$ cat src/rtl/trig_intc_pkg.sv
package trig_intc_pkg;

  localparam int NUM_CTL = 7;

  // word index = byte address / 8 ; byte address bit 2 selects set/clear alias
  localparam int IDX_CFG0  = 0;
  localparam int IDX_CFG1  = 1;
  localparam int IDX_CFG2  = 2;
  localparam int IDX_ROUTE = 3;
  localparam int IDX_SSEL  = 4;
  localparam int IDX_EN    = 5;
  localparam int IDX_WAKE  = 6;
  localparam int IDX_RISE  = 7;
  localparam int IDX_FALL  = 8;
  localparam int IDX_STAT  = 9;

  typedef enum logic [2:0] {
    TRIG_OFF  = 3'b000,
    TRIG_RISE = 3'b001,
    TRIG_FALL = 3'b010,
    TRIG_HIGH = 3'b101,
    TRIG_LOW  = 3'b110
  } trig_e;

  function automatic logic src_pending(input logic [2:0] code, input logic lvl,
                                       input logic rise_cap, input logic fall_cap);
    case (code)
      TRIG_RISE: src_pending = rise_cap;
      TRIG_FALL: src_pending = fall_cap;
      TRIG_HIGH: src_pending = lvl;
      TRIG_LOW:  src_pending = ~lvl;
      default:   src_pending = 1'b0;
    endcase
  endfunction

endpackage

$ cat src/rtl/trig_intc_sync.sv
module trig_intc_sync #(
  parameter int NSRC   = 32,
  parameter int STAGES = 2
) (
  input  logic            clk,
  input  logic            rst_n,
  input  logic [NSRC-1:0] raw_i,
  output logic [NSRC-1:0] lvl_o,
  output logic [NSRC-1:0] prev_o
);
  logic [STAGES-1:0][NSRC-1:0] stg_q;
  logic [NSRC-1:0]             prev_q;

  always_ff @(posedge clk or negedge rst_n) begin
    if (!rst_n) stg_q[0] <= '0;
    else        stg_q[0] <= raw_i;
  end

  for (genvar s = 1; s < STAGES; s++) begin : g_stage
    always_ff @(posedge clk or negedge rst_n) begin
      if (!rst_n) stg_q[s] <= '0;
      else        stg_q[s] <= stg_q[s-1];
    end
  end

  always_ff @(posedge clk or negedge rst_n) begin
    if (!rst_n) prev_q <= '0;
    else        prev_q <= stg_q[STAGES-1];
  end

  assign lvl_o  = stg_q[STAGES-1];
  assign prev_o = prev_q;
endmodule

$ cat src/rtl/trig_intc_detect.sv
module trig_intc_detect
  import trig_intc_pkg::*;
#(
  parameter int NSRC = 32
) (
  input  logic            clk,
  input  logic            rst_n,
  input  logic [NSRC-1:0] lvl_i,
  input  logic [NSRC-1:0] prev_i,
  input  logic [NSRC-1:0] cfg0_i,
  input  logic [NSRC-1:0] cfg1_i,
  input  logic [NSRC-1:0] cfg2_i,
  input  logic [NSRC-1:0] clr_rise_i,
  input  logic [NSRC-1:0] clr_fall_i,
  output logic [NSRC-1:0] rise_evt_o,
  output logic [NSRC-1:0] fall_evt_o,
  output logic [NSRC-1:0] rise_q_o,
  output logic [NSRC-1:0] fall_q_o,
  output logic [NSRC-1:0] pend_o
);
  for (genvar i = 0; i < NSRC; i++) begin : g_src
    logic rise_q, fall_q;
    assign rise_evt_o[i] = lvl_i[i] & ~prev_i[i];
    assign fall_evt_o[i] = ~lvl_i[i] & prev_i[i];

    // a new event wins over a simultaneous acknowledge
    always_ff @(posedge clk or negedge rst_n) begin
      if (!rst_n) begin
        rise_q <= 1'b0;
        fall_q <= 1'b0;
      end else begin
        rise_q <= rise_evt_o[i] | (rise_q & ~clr_rise_i[i]);
        fall_q <= fall_evt_o[i] | (fall_q & ~clr_fall_i[i]);
      end
    end

    assign rise_q_o[i] = rise_q;
    assign fall_q_o[i] = fall_q;
    assign pend_o[i]   = src_pending({cfg2_i[i], cfg1_i[i], cfg0_i[i]},
                                     lvl_i[i], rise_q, fall_q);
  end
endmodule

$ cat src/rtl/trig_intc_regs.sv
module trig_intc_regs
  import trig_intc_pkg::*;
#(
  parameter int NSRC = 32,
  parameter int AW   = 8
) (
  input  logic                          clk,
  input  logic                          rst_n,
  input  logic [AW-1:0]                 bus_addr,
  input  logic                          bus_we,
  input  logic [NSRC-1:0]               bus_wdata,
  input  logic [NSRC-1:0]               rise_q_i,
  input  logic [NSRC-1:0]               fall_q_i,
  input  logic [NSRC-1:0]               stat0_i,
  input  logic [NSRC-1:0]               stat1_i,
  output logic [NUM_CTL-1:0][NSRC-1:0]  ctl_o,
  output logic [NSRC-1:0]               clr_rise_o,
  output logic [NSRC-1:0]               clr_fall_o,
  output logic [NSRC-1:0]               rdata_o
);
  localparam int IW = AW - 3;

  logic [IW-1:0] widx;
  logic          walias;
  assign widx   = bus_addr[AW-1:3];
  assign walias = bus_addr[2];

  for (genvar k = 0; k < NUM_CTL; k++) begin : g_ctl
    logic hit_set, hit_clr;
    assign hit_set = bus_we && (widx == IW'(k)) && !walias;
    assign hit_clr = bus_we && (widx == IW'(k)) &&  walias;
    always_ff @(posedge clk or negedge rst_n) begin
      if (!rst_n)       ctl_o[k] <= '0;
      else if (hit_set) ctl_o[k] <= ctl_o[k] | bus_wdata;
      else if (hit_clr) ctl_o[k] <= ctl_o[k] & ~bus_wdata;
    end
  end

  assign clr_rise_o = (bus_we && widx == IW'(IDX_RISE) && walias) ? bus_wdata : '0;
  assign clr_fall_o = (bus_we && widx == IW'(IDX_FALL) && walias) ? bus_wdata : '0;

  always_comb begin
    rdata_o = '0;
    if (widx < IW'(NUM_CTL))            rdata_o = ctl_o[widx[$clog2(NUM_CTL)-1:0]];
    else if (widx == IW'(IDX_RISE))     rdata_o = rise_q_i;
    else if (widx == IW'(IDX_FALL))     rdata_o = fall_q_i;
    else if (widx == IW'(IDX_STAT))     rdata_o = walias ? stat1_i : stat0_i;
  end
endmodule

$ cat src/rtl/trig_intc.sv
module trig_intc
  import trig_intc_pkg::*;
#(
  parameter int NSRC = 32,
  parameter int AW   = 8
) (
  input  logic            clk,
  input  logic            rst_n,
  input  logic [NSRC-1:0] irq_i,
  input  logic [AW-1:0]   bus_addr,
  input  logic            bus_we,
  input  logic [NSRC-1:0] bus_wdata,
  output logic [NSRC-1:0] bus_rdata,
  output logic            req0_o,
  output logic            req1_o,
  output logic            wake_o
);
  logic [NSRC-1:0] lvl, prev;
  logic [NSRC-1:0] cfg0_q, cfg1_q, cfg2_q, route_q, mask_q, wake_q;
  logic [NSRC-1:0] clr_rise, clr_fall, rise_evt, fall_evt, rise_q, fall_q, pend;
  logic [NSRC-1:0] stat0, stat1;
  logic [NUM_CTL-1:0][NSRC-1:0] ctl;

  trig_intc_sync #(.NSRC(NSRC), .STAGES(2)) u_sync (
    .clk(clk), .rst_n(rst_n), .raw_i(irq_i), .lvl_o(lvl), .prev_o(prev)
  );

  trig_intc_detect #(.NSRC(NSRC)) u_detect (
    .clk(clk), .rst_n(rst_n), .lvl_i(lvl), .prev_i(prev),
    .cfg0_i(cfg0_q), .cfg1_i(cfg1_q), .cfg2_i(cfg2_q),
    .clr_rise_i(clr_rise), .clr_fall_i(clr_fall),
    .rise_evt_o(rise_evt), .fall_evt_o(fall_evt),
    .rise_q_o(rise_q), .fall_q_o(fall_q), .pend_o(pend)
  );

  trig_intc_regs #(.NSRC(NSRC), .AW(AW)) u_regs (
    .clk(clk), .rst_n(rst_n), .bus_addr(bus_addr), .bus_we(bus_we),
    .bus_wdata(bus_wdata), .rise_q_i(rise_q), .fall_q_i(fall_q),
    .stat0_i(stat0), .stat1_i(stat1), .ctl_o(ctl),
    .clr_rise_o(clr_rise), .clr_fall_o(clr_fall), .rdata_o(bus_rdata)
  );

  assign cfg0_q  = ctl[IDX_CFG0];
  assign cfg1_q  = ctl[IDX_CFG1];
  assign cfg2_q  = ctl[IDX_CFG2];
  assign route_q = ctl[IDX_ROUTE];
  assign mask_q  = ctl[IDX_EN];
  assign wake_q  = ctl[IDX_WAKE];

  assign stat0  = pend & mask_q &  route_q;
  assign stat1  = pend & mask_q & ~route_q;
  assign req0_o = |stat0;
  assign req1_o = |stat1;
  assign wake_o = |(pend & wake_q);
endmodule

$ cat config.mk
export PLATFORM = sky130hd
export DESIGN_NAME = trig_intc
export DESIGN_NICKNAME = d
export VERILOG_FILES = /design/src/rtl/trig_intc_pkg.sv /design/src/rtl/trig_intc_sync.sv /design/src/rtl/trig_intc_detect.sv /design/src/rtl/trig_intc_regs.sv /design/src/rtl/trig_intc.sv
export SDC_FILE = /design/constraint.sdc
export NUM_CORES = 1
export LEC_CHECK = 0
export CAP_MARGIN = 20
export CORE_ASPECT_RATIO = 1.1
export CORE_MARGIN = 2
export CORE_UTILIZATION = 35
export DETAILED_ROUTE_END_ITERATION = 10
export SYNTH_ARGS = -nofsm -noshare
export SYNTH_HDL_FRONTEND = slang
export SYNTH_SLANG_ARGS = --single-unit
$ cat constraint.sdc
create_clock -name clk -period 3.4 [get_ports clk]
set_input_delay 0.34 -clock clk [delete_from_list [all_inputs] [get_ports clk]]
set_output_delay 0.34 -clock clk [all_outputs]
set_load 0.02 [all_outputs]
==> results.sh, run 1 <==
export IMPL_dpl_cell_count=2898
export IMPL_synth_area_top_cells="dfrtp_1 50%, nand2_1 12%, o21ai_0 8.9%"
export IMPL_holdPathStages=2
export IMPL_startpoint_type="flop"
export IMPL_rsz0062_at_grt="false"
export IMPL_setup_viol=0
export IMPL_antenna_found_initial=3
export IMPL_synth_flop_cell="dfrtp_1"
export IMPL_ant_nets=0
export IMPL_fin_util=0.428
export IMPL_p_int_mw=8.87
export IMPL_cts_buffers=44
export IMPL_synth_most_common_cell="nand2_1"
export IMPL_postLayoutCellArea_um2=23000
export IMPL_drive_above_1_share=0.107
export IMPL_dpl_cell_area_um2=21400
export IMPL_power_switching_mw=3.44
export IMPL_maxCapViolCount=0
export IMPL_start_util=0.356
export IMPL_grt_pass1_wl_um=97800
export IMPL_ys_types=50
export IMPL_hold_class="in2reg"
export IMPL_ys_seq_elements=384
export IMPL_clock_root_buffer="clkbuf_16"
export IMPL_cpMaxStageDelayCell="dfrtp_1"
export IMPL_numClockSinks=384
export IMPL_worst_pin_slew_ns=0.792
export IMPL_synth_area_per_cell_um2=9.09
export IMPL_num_rows=89
export IMPL_synthCells=2103
export IMPL_finalMaxSlewViolations=0
export IMPL_die_area_um2=56500
export IMPL_fill_cells=5107
export IMPL_p_comb_frac=0.149
export IMPL_powerDensity_nw_per_um2=535
export IMPL_path_cells="mux2_2, and3_1, o21ai_0, nand4_1, nor4_2, nand4_1, buf_4, dlygate4sd2_1"
export IMPL_min_period_over_period=0.974
export IMPL_cts_buffer_depth=3
export IMPL_path_class="reg2out"
export IMPL_place_detailed_hpwl_um=42900
export IMPL_cp_required_ns=3.06
export IMPL_dp_slack_ns=0.136
export IMPL_yosys_area_top_type="dfrtp_1"
export IMPL_setup_tns_final_ns=0
export IMPL_power_mw=12.3
export IMPL_dr_pass1_iters=5
export IMPL_core_area_um2=53800
export IMPL_via_per_inst=5.52
export IMPL_yosysWarnings=0
export IMPL_yosysSeqAreaShare=0.503
export IMPL_postRouteWirelength_um=62800
export IMPL_ys_async_sr_fraction=1.00
export IMPL_synth_net_count=2178
export IMPL_synth_cells_most_frequent="612 x nand2_1, 384 x dfrtp_1, 341 x o21ai_0, 63 x inv_1, 62 x clkbuf_1"
export IMPL_critPathMaxStageDelay_ns=0.41
export IMPL_final_cells=2979
export IMPL_die_h_um=249
export IMPL_finalNetCount=2292
export IMPL_swShare=0.279
export IMPL_finalCriticalPeriod_ns=3.31
export IMPL_portBuffers=107
export IMPL_track_usage=0.224
export IMPL_syn_to_final_growth_pct=20.4
export IMPL_clk_latency_ns=0.58
export IMPL_end_kind="output pin"
export IMPL_grt_max_degree=85
export IMPL_yosysTopAreaCellShare=0.503
export IMPL_gp_congestion=0.937
export IMPL_p_leak_nw=9.60
export IMPL_ir_worst_vdd_uv=297
export IMPL_grt_pass1_vias=16400
export IMPL_fmax_ghz=0.302
export IMPL_hold_viol_final=0
export IMPL_tritoncts="done"
export IMPL_arrival_ns=2.97
export IMPL_pwr_share_clk=0.409
export IMPL_ioPinCount=110
export IMPL_skew_ns=0.00815
export IMPL_fin_hold_ws_ns=0.108
export IMPL_sequentialPowerShare=0.442
export IMPL_die_w_um=227
export IMPL_drc=0
export IMPL_relSlewSlack=0.472
export IMPL_reg2reg_depth=2
export IMPL_htreeDepth=2
export IMPL_synth_edf_count=0
export IMPL_overflow=0
export IMPL_status="finished clean"
export IMPL_via_count=16400
export IMPL_clk_pin_slew_ns=0.06
export IMPL_path_max_fanout=5
export IMPL_wl_per_cell_um=21.1
export IMPL_timing_final_ws_setup_ns=0.0880
export IMPL_netlist_area_um2=19100
export IMPL_crit_top_cell="nand4_1"
export IMPL_drt_iter0_markers=1352
cell families (layout without fill, tap and decap cells):
| logic type | Yosys count | in the layout | synth area share |
|---|---|---|---|
| compound gates | 600 | 600 | 0.192 |
| xor+xnor | 32 | 32 | 0.0147 |
| buf+inv | 198 | 344 | 0.0456 |
| flops | 384 | 384 | 0.503 |
| mux | 84 | 84 | 0.0655 |
| other cells | 0 | 2 | 0 |
| simple gates | 805 | 805 | 0.180 |
path summary, 6_finish.rpt:
path | to | slack (ns) | start
min in group asynchronous | async pin | 0.37 | rst_n
worst max register to register | u_detect.g_src[23].fall_q$_DFF_PN0_ | 2.55 | u_sync.lvl_o[23]$_DFF_PN0_
worst min register to register | u_sync.lvl_o[1]$_DFF_PN0_ | 0.34 | u_sync.stg_q[1]$_DFF_PN0_
worst max-delay path | wake_o | 0.09 | flop
worst min-delay path | flop | 0.11 | bus_addr[2]
max in group asynchronous | u_sync.stg_q[11]$_DFF_PN0_ | 2.03 | rst_n
placed cells by master (no fill, tap or decap), types with 23 or more instances in the layout:
master           netlist  routed
o21ai_0              341     335
inv_1                 63      63
a22o_1                32      32
clkbuf_16              0      45
nand2_1              612     612
a21oi_1               36      36
buf_4                  6      83
mux4_2                32      32
o211ai_1              34      34
nand2b_1              59      59
dfrtp_1              384     384
o21ai_1               25      30
xor2_1                23      23
clkdlybuf4s50_1        0      94
mux2i_1               43      43
nor2_1                32      27
layout make-up:
| type | instances | area (um^2) | share of cell area |
|---|---|---|---|
| repair buffers | 203 | 1950 | 0.0849 |
| clock inverters | 11 | 180 | 0.00783 |
| well taps | 728 | 911 | 0.0396 |
| diodes | 2 | 5.00 | 0.000217 |
| flip-flops and latches | 384 | 9610 | 0.417 |
| inverters | 63 | 236 | 0.0103 |
| clock buffers | 67 | 1350 | 0.0586 |
| multi-input cells | 1521 | 8770 | 0.381 |
routing by layer:
metal	share of wire	global-route usage	wire length [um]
met1	0.42	0.303	26600
met2	0.46	0.351	29100
met3	0.072	0.0419	4550
met4	0.040	0.0957	2490
met5	0.00022	0	14
power by group through the flow:
stage | registers (mW) | logic (mW) | clock network [mW]
finish | 5.44 | 1.83 | 5.03
CTS | 5.42 | 1.82 | 5.13
detailed placement | 5.50 | 1.81 | 0
global placement | 5.48 | 1.77 | 0
global route | 5.49 | 2.02 | 5.31
floorplan | 5.35 | 1.06 | 0
timing repair:
action | CTS | global route
hold buffers | 1 | 0
endpoints found under the hold margin | 75 | 0
endpoints found under the setup margin | 6 | 12
setup buffers | 0 | 0
pin swaps | 2 | 4
resized for setup | 14 | 20
worst max-delay path, delay by kind of cell, from the launching register on:
family | cells | cell delay, ns
AOI/OAI and AO/OA | 1 | 0.24
buffers and inverters | 2 | 0.50
DFF | 1 | 0.41
muxes | 1 | 0.35
and+or+nand+nor | 4 | 0.89
Note: power is estimated with default switching activity, not from simulation.
==> run 2: changes to the inputs <==
--- a/config.mk
+++ b/config.mk
@@ -10,6 +10,7 @@
 export CORE_MARGIN = 2
 export CORE_UTILIZATION = 35
 export DETAILED_ROUTE_END_ITERATION = 10
+export SKIP_CTS_REPAIR_TIMING = 1
 export SYNTH_ARGS = -nofsm -noshare
 export SYNTH_HDL_FRONTEND = slang
 export SYNTH_SLANG_ARGS = --single-unit
==> run 2 against run 1 <==
Register-to-register slack barely moved. Total power about the same. Combinational power is essentially flat. Sequential power about the same. Via count down 0.12%. Non-clock buffer count is the same. Critical endpoint is now req0_o. Largest cell class unchanged.
==> results.sh, run 2 (synthesis results as in run 1) <==
export IMPL_startpoint_type="flop"
export IMPL_dr_pass1_iters=9
export IMPL_cp_required_ns=3.06
export IMPL_track_usage=0.224
export IMPL_pwr_share_clk=0.409
export IMPL_core_area_um2=53800
export IMPL_ioPinCount=110
export IMPL_portBuffers=107
export IMPL_clk_pin_slew_ns=0.06
export IMPL_via_per_inst=5.51
export IMPL_hold_class="in2reg"
export IMPL_status="finished clean"
export IMPL_cts_buffers=44
export IMPL_finalCriticalPeriod_ns=3.39
export IMPL_drive_above_1_share=0.103
export IMPL_tritoncts="done"
export IMPL_multiInputGateArea_um2=8740
export IMPL_start_util=0.356
export IMPL_powerDensity_nw_per_um2=535
export IMPL_clk_latency_ns=0.58
export IMPL_arrival_ns=3.05
export IMPL_setup_viol=0
export IMPL_holdPathStages=2
export IMPL_grt_max_degree=85
export IMPL_die_w_um=227
export IMPL_path_max_fanout=5
export IMPL_dpl_cell_area_um2=21400
export IMPL_hp_start="bus_addr[2]"
export IMPL_grt_pass1_wl_um=97600
export IMPL_maxCapViolCount=0
export IMPL_path_class="reg2out"
export IMPL_drt_iter0_markers=1328
export IMPL_via_count=16400
export IMPL_overflow=0
export IMPL_timing_final_ws_setup_ns=0.00700
export IMPL_p_int_mw=8.88
export IMPL_mostFrequentLayoutCell="nand2_1"
export IMPL_seq_area_um2=9610
export IMPL_min_period_over_period=0.998
export IMPL_worst_pin_slew_ns=0.772
export IMPL_p_comb_frac=0.149
export IMPL_rrSetupSlack_ns=2.55
export IMPL_wl_per_cell_um=21.1
export IMPL_antenna_found_initial=3
export IMPL_die_h_um=249
export IMPL_place_detailed_hpwl_um=42900
export IMPL_swShare=0.279
export IMPL_p_leak_nw=9.62
export IMPL_fin_util=0.428
export IMPL_fmax_ghz=0.295
export IMPL_r2r_end="u_detect.g_src[23].fall_q$_DFF_PN0_"
export IMPL_dp_slack_ns=0.136
export IMPL_drc=0
export IMPL_hold_viol_final=0
export IMPL_clock_root_buffer="clkbuf_16"
export IMPL_num_rows=89
export IMPL_htreeDepth=2
export IMPL_cts_buffer_depth=3
export IMPL_postRouteWirelength_um=62900
export IMPL_ant_nets=0
export IMPL_syn_to_final_growth_pct=20.3
export IMPL_reg2reg_depth=2
export IMPL_gp_congestion=0.937
export IMPL_power_mw=12.3
export IMPL_fill_cells=5102
export IMPL_grt_pass1_vias=16400
export IMPL_ir_worst_vdd_uv=296
export IMPL_skew_ns=0.00826
export IMPL_layout_common_cells="612 x nand2_1, 384 x dfrtp_1, 339 x o21ai_0"
export IMPL_finalMaxSlewViolations=0
export IMPL_end_kind="output pin"
export IMPL_relSlewSlack=0.485
export IMPL_sequentialPowerShare=0.442
export IMPL_postLayoutCellArea_um2=23000
export IMPL_power_switching_mw=3.43
export IMPL_crit_reg2reg_launch="u_sync.lvl_o[23]$_DFF_PN0_"
export IMPL_numClockSinks=384
export IMPL_die_area_um2=56500
export IMPL_finalNetCount=2292
## run 2: cell types whose count changed in the layout (fill, tap and decap cells not counted), moves of 2 or more
cell and delta:
nor4_1 +2, dlymetal6s2s_1 +4, nor4_2 -2, o21ai_0 +4, o21ai_1 -3, dlygate4sd2_1 -2
## run 2: area by class of cell
type                            count  share of cell area
Antenna cell                        2            0.000218
Clock buffer                       67              0.0586
Clock inverter                     11             0.00783
Inverter                           63              0.0103
Multi-Input combinational cell   1521               0.380
Sequential cell                   384               0.418
Tap cell                          728              0.0396
Timing Repair Buffer              203              0.0857
## run 2: metal layers
| layer | wire length, um | track usage |
|---|---|---|
| met1 | 26500 | 0.300 |
| met2 | 29200 | 0.350 |
| met3 | 4600 | 0.0455 |
| met4 | 2590 | 0.0955 |
| met5 | 14 | 0 |
## run 2: power groups by stage
stage | sequential (mW) | clock (mW) | combinational [mW]
final | 5.44 | 5.03 | 1.84
after CTS | 5.42 | 5.13 | 1.82
after global placement | 5.48 | 0 | 1.77
after global routing | 5.49 | 5.31 | 2.02
after detailed placement | 5.50 | 0 | 1.81
after floorplan | 5.35 | 0 | 1.06
## run 2: critical path, cell delays in order (launching register included)
cell	delay [ns]
dfrtp_1	0.42
mux2_2	0.36
and3_1	0.29
a32oi_1	0.28
nand4_1	0.17
nor4_1	0.37
buf_4	0.19
nand4_1	0.15
dlymetal6s2s_1	0.26
## run 2: worst max-delay path by stage
stage / startpoint / endpoint / slack, ns / cells after the start
floorplan: bus_addr[3] / bus_rdata[22] / 1.20 / 8
global placement: bus_addr[7] / bus_rdata[19] / 0.09 / 8
detailed placement: bus_addr[7] / bus_rdata[25] / 0.14 / 8
CTS: flop / wake_o / -0.35 / 8
global route: flop / req0_o / -0.06 / 8
finish: flop / req0_o / 0.007 / 8
## run 2: metrics by stage
stage / TNS (ns) / cells / hold WS [ns]
global placement: 0 / 2898 / 0.332
CTS: -0.960 / 2976 / -0.196
floorplan: 0 / 2103 / 0.0444
detailed placement: 0 / 2898 / 0.336
finish: 0 / 2979 / 0.110
global route: -0.0580 / 2978 / 0.130
==> run 3: changes to the inputs <==
--- a/config.mk
+++ b/config.mk
@@ -10,6 +10,8 @@
 export CORE_MARGIN = 2
 export CORE_UTILIZATION = 35
 export DETAILED_ROUTE_END_ITERATION = 10
+export PLACE_DENSITY_LB_ADDON = 0.2
+export REMOVE_ABC_BUFFERS = 1
 export SKIP_CTS_REPAIR_TIMING = 1
 export SYNTH_ARGS = -nofsm -noshare
 export SYNTH_HDL_FRONTEND = slang
==> run 3 against run 2 <==
Total power fell by 3.0%. First-iteration DRC count fell by 9.6%. Register-to-register slack barely moved. Count of clock-buffer cells in the layout fell by 2. Sequential cell count did not move. Critical path type unchanged. Critical endpoint is now wake_o. Largest power group unchanged. Highest routed layer unchanged.
==> results.sh, run 3 (synthesis results as in run 1) <==
export IMPL_status="finished clean"
export IMPL_finalNetCount=2279
export IMPL_skew_ns=0.00631
export IMPL_dp_slack_ns=0.170
export IMPL_crit_top_cell="nand4_1"
export IMPL_fin_util=0.425
export IMPL_power_mw=11.9
export IMPL_via_count=16000
export IMPL_p_int_mw=8.57
export IMPL_mostFrequentLayoutCell="nand2_1"
export IMPL_relSlewSlack=0.486
export IMPL_path_class="reg2out"
export IMPL_grt_pass1_vias=16400
export IMPL_track_usage=0.223
export IMPL_rrSetupSlack_ns=2.54
export IMPL_cp_top_family="simple AND/OR/NAND/NOR gates"
export IMPL_hold_viol_final=0
export IMPL_swShare=0.282
export IMPL_htreeDepth=2
export IMPL_core_area_um2=53800
export IMPL_overflow=0
export IMPL_cp_required_ns=3.06
export IMPL_cts_buffers=43
export IMPL_maxCapViolCount=0
export IMPL_setup_tns_final_ns=0
export IMPL_sequentialPowerShare=0.454
export IMPL_dpl_cell_count=2886
export IMPL_arrival_ns=2.95
export IMPL_fill_cells=5169
export IMPL_hold_class="in2reg"
export IMPL_clk_latency_ns=0.58
export IMPL_ir_worst_vdd_uv=314
export IMPL_startpoint_type="flop"
export IMPL_multiInputGateArea_um2=8780
export IMPL_path_cells="mux2_2, and3_1, o21ai_0, nand4_1, nor4_2, nand4_1, buf_4, dlymetal6s2s_1"
export IMPL_layout_common_cells="611 x nand2_1, 383 x dfrtp_1, 338 x o21ai_0"
export IMPL_cts_buffer_depth=3
export IMPL_place_detailed_hpwl_um=41400
export IMPL_drive_above_1_share=0.102
export IMPL_portBuffers=107
export IMPL_via_per_inst=5.41
export IMPL_pwr_share_clk=0.397
export IMPL_timing_final_ws_setup_ns=0.112
export IMPL_clock_root_buffer="clkbuf_16"
export IMPL_path_max_fanout=5
export IMPL_fin_hold_ws_ns=0.174
export IMPL_postLayoutCellArea_um2=22800
export IMPL_wl_per_cell_um=20.9
export IMPL_drt_iter0_markers=1201
export IMPL_critPathMaxStageDelay_ns=0.42
export IMPL_finalCriticalPeriod_ns=3.29
export IMPL_die_w_um=227
export IMPL_dr_pass1_iters=5
export IMPL_ant_nets=0
export IMPL_seq_area_um2=9610
export IMPL_die_h_um=249
export IMPL_end_kind="output pin"
export IMPL_start_util=0.356
export IMPL_cpMaxStageDelayCell="dfrtp_1"
export IMPL_tritoncts="done"
export IMPL_dpl_cell_area_um2=21300
export IMPL_worst_pin_slew_ns=0.772
export IMPL_num_rows=89
export IMPL_final_cells=2963
export IMPL_rsz0062_at_grt="false"
export IMPL_fmax_ghz=0.304
export IMPL_antenna_found_initial=1
export IMPL_powerDensity_nw_per_um2=523
export IMPL_grt_max_degree=86
export IMPL_drc=0
export IMPL_syn_to_final_growth_pct=19.4
export IMPL_power_switching_mw=3.37
export IMPL_grt_pass1_wl_um=96800
export IMPL_gp_congestion=0.865
export IMPL_p_comb_frac=0.149
export IMPL_antenna_cells=0
export IMPL_numClockSinks=384
export IMPL_p_leak_nw=9.49
export IMPL_postRouteWirelength_um=61900
export IMPL_worst_path_buf_inv=2
export IMPL_setup_viol=0
export IMPL_ioPinCount=110
export IMPL_finalMaxSlewViolations=0
export IMPL_clk_pin_slew_ns=0.06
export IMPL_die_area_um2=56500
export IMPL_min_period_over_period=0.967
## run 3: cell type report
type,instances,area share
Sequential cell,384,0.421
Multi-Input combinational cell,1521,0.385
Timing Repair Buffer,191,0.0816
Clock buffer,65,0.0579
Tap cell,728,0.0399
Inverter,63,0.0104
Clock inverter,11,0.00482
## run 3: path summary, 6_finish.rpt
kind,startpoint,end,cells past startpoint
setup / recovery,flop,wake_o,8
hold / removal,bus_addr[2],flop,2
setup reg to reg,u_sync.lvl_o[10]$_DFF_PN0_,u_detect.g_src[10].fall_q$_DFF_PN0_,2
hold reg to reg,u_sync.stg_q[0]$_DFF_PN0_,u_sync.lvl_o[0]$_DFF_PN0_,0
max in group asynchronous,rst_n,async pin,3
min in group asynchronous,rst_n,u_sync.stg_q[20]$_DFF_PN0_,2
## run 3: per-layer routing
layer,routed length [um],vias up,GRT usage
li1,-,7535,-
met1,26800,7895,0.295
met2,30100,496,0.372
met3,3230,112,0.0308
met4,1810,2,0.0765
met5,13,-,0
## run 3: power groups by stage
stage | Sequential, mW | Combinational, mW | Clock, mW
floorplan | 5.35 | 0.925 | 0
global placement | 5.47 | 1.73 | 0
detailed placement | 5.49 | 1.77 | 0
CTS | 5.41 | 1.77 | 4.87
global route | 5.48 | 1.98 | 5.05
finish | 5.42 | 1.78 | 4.74
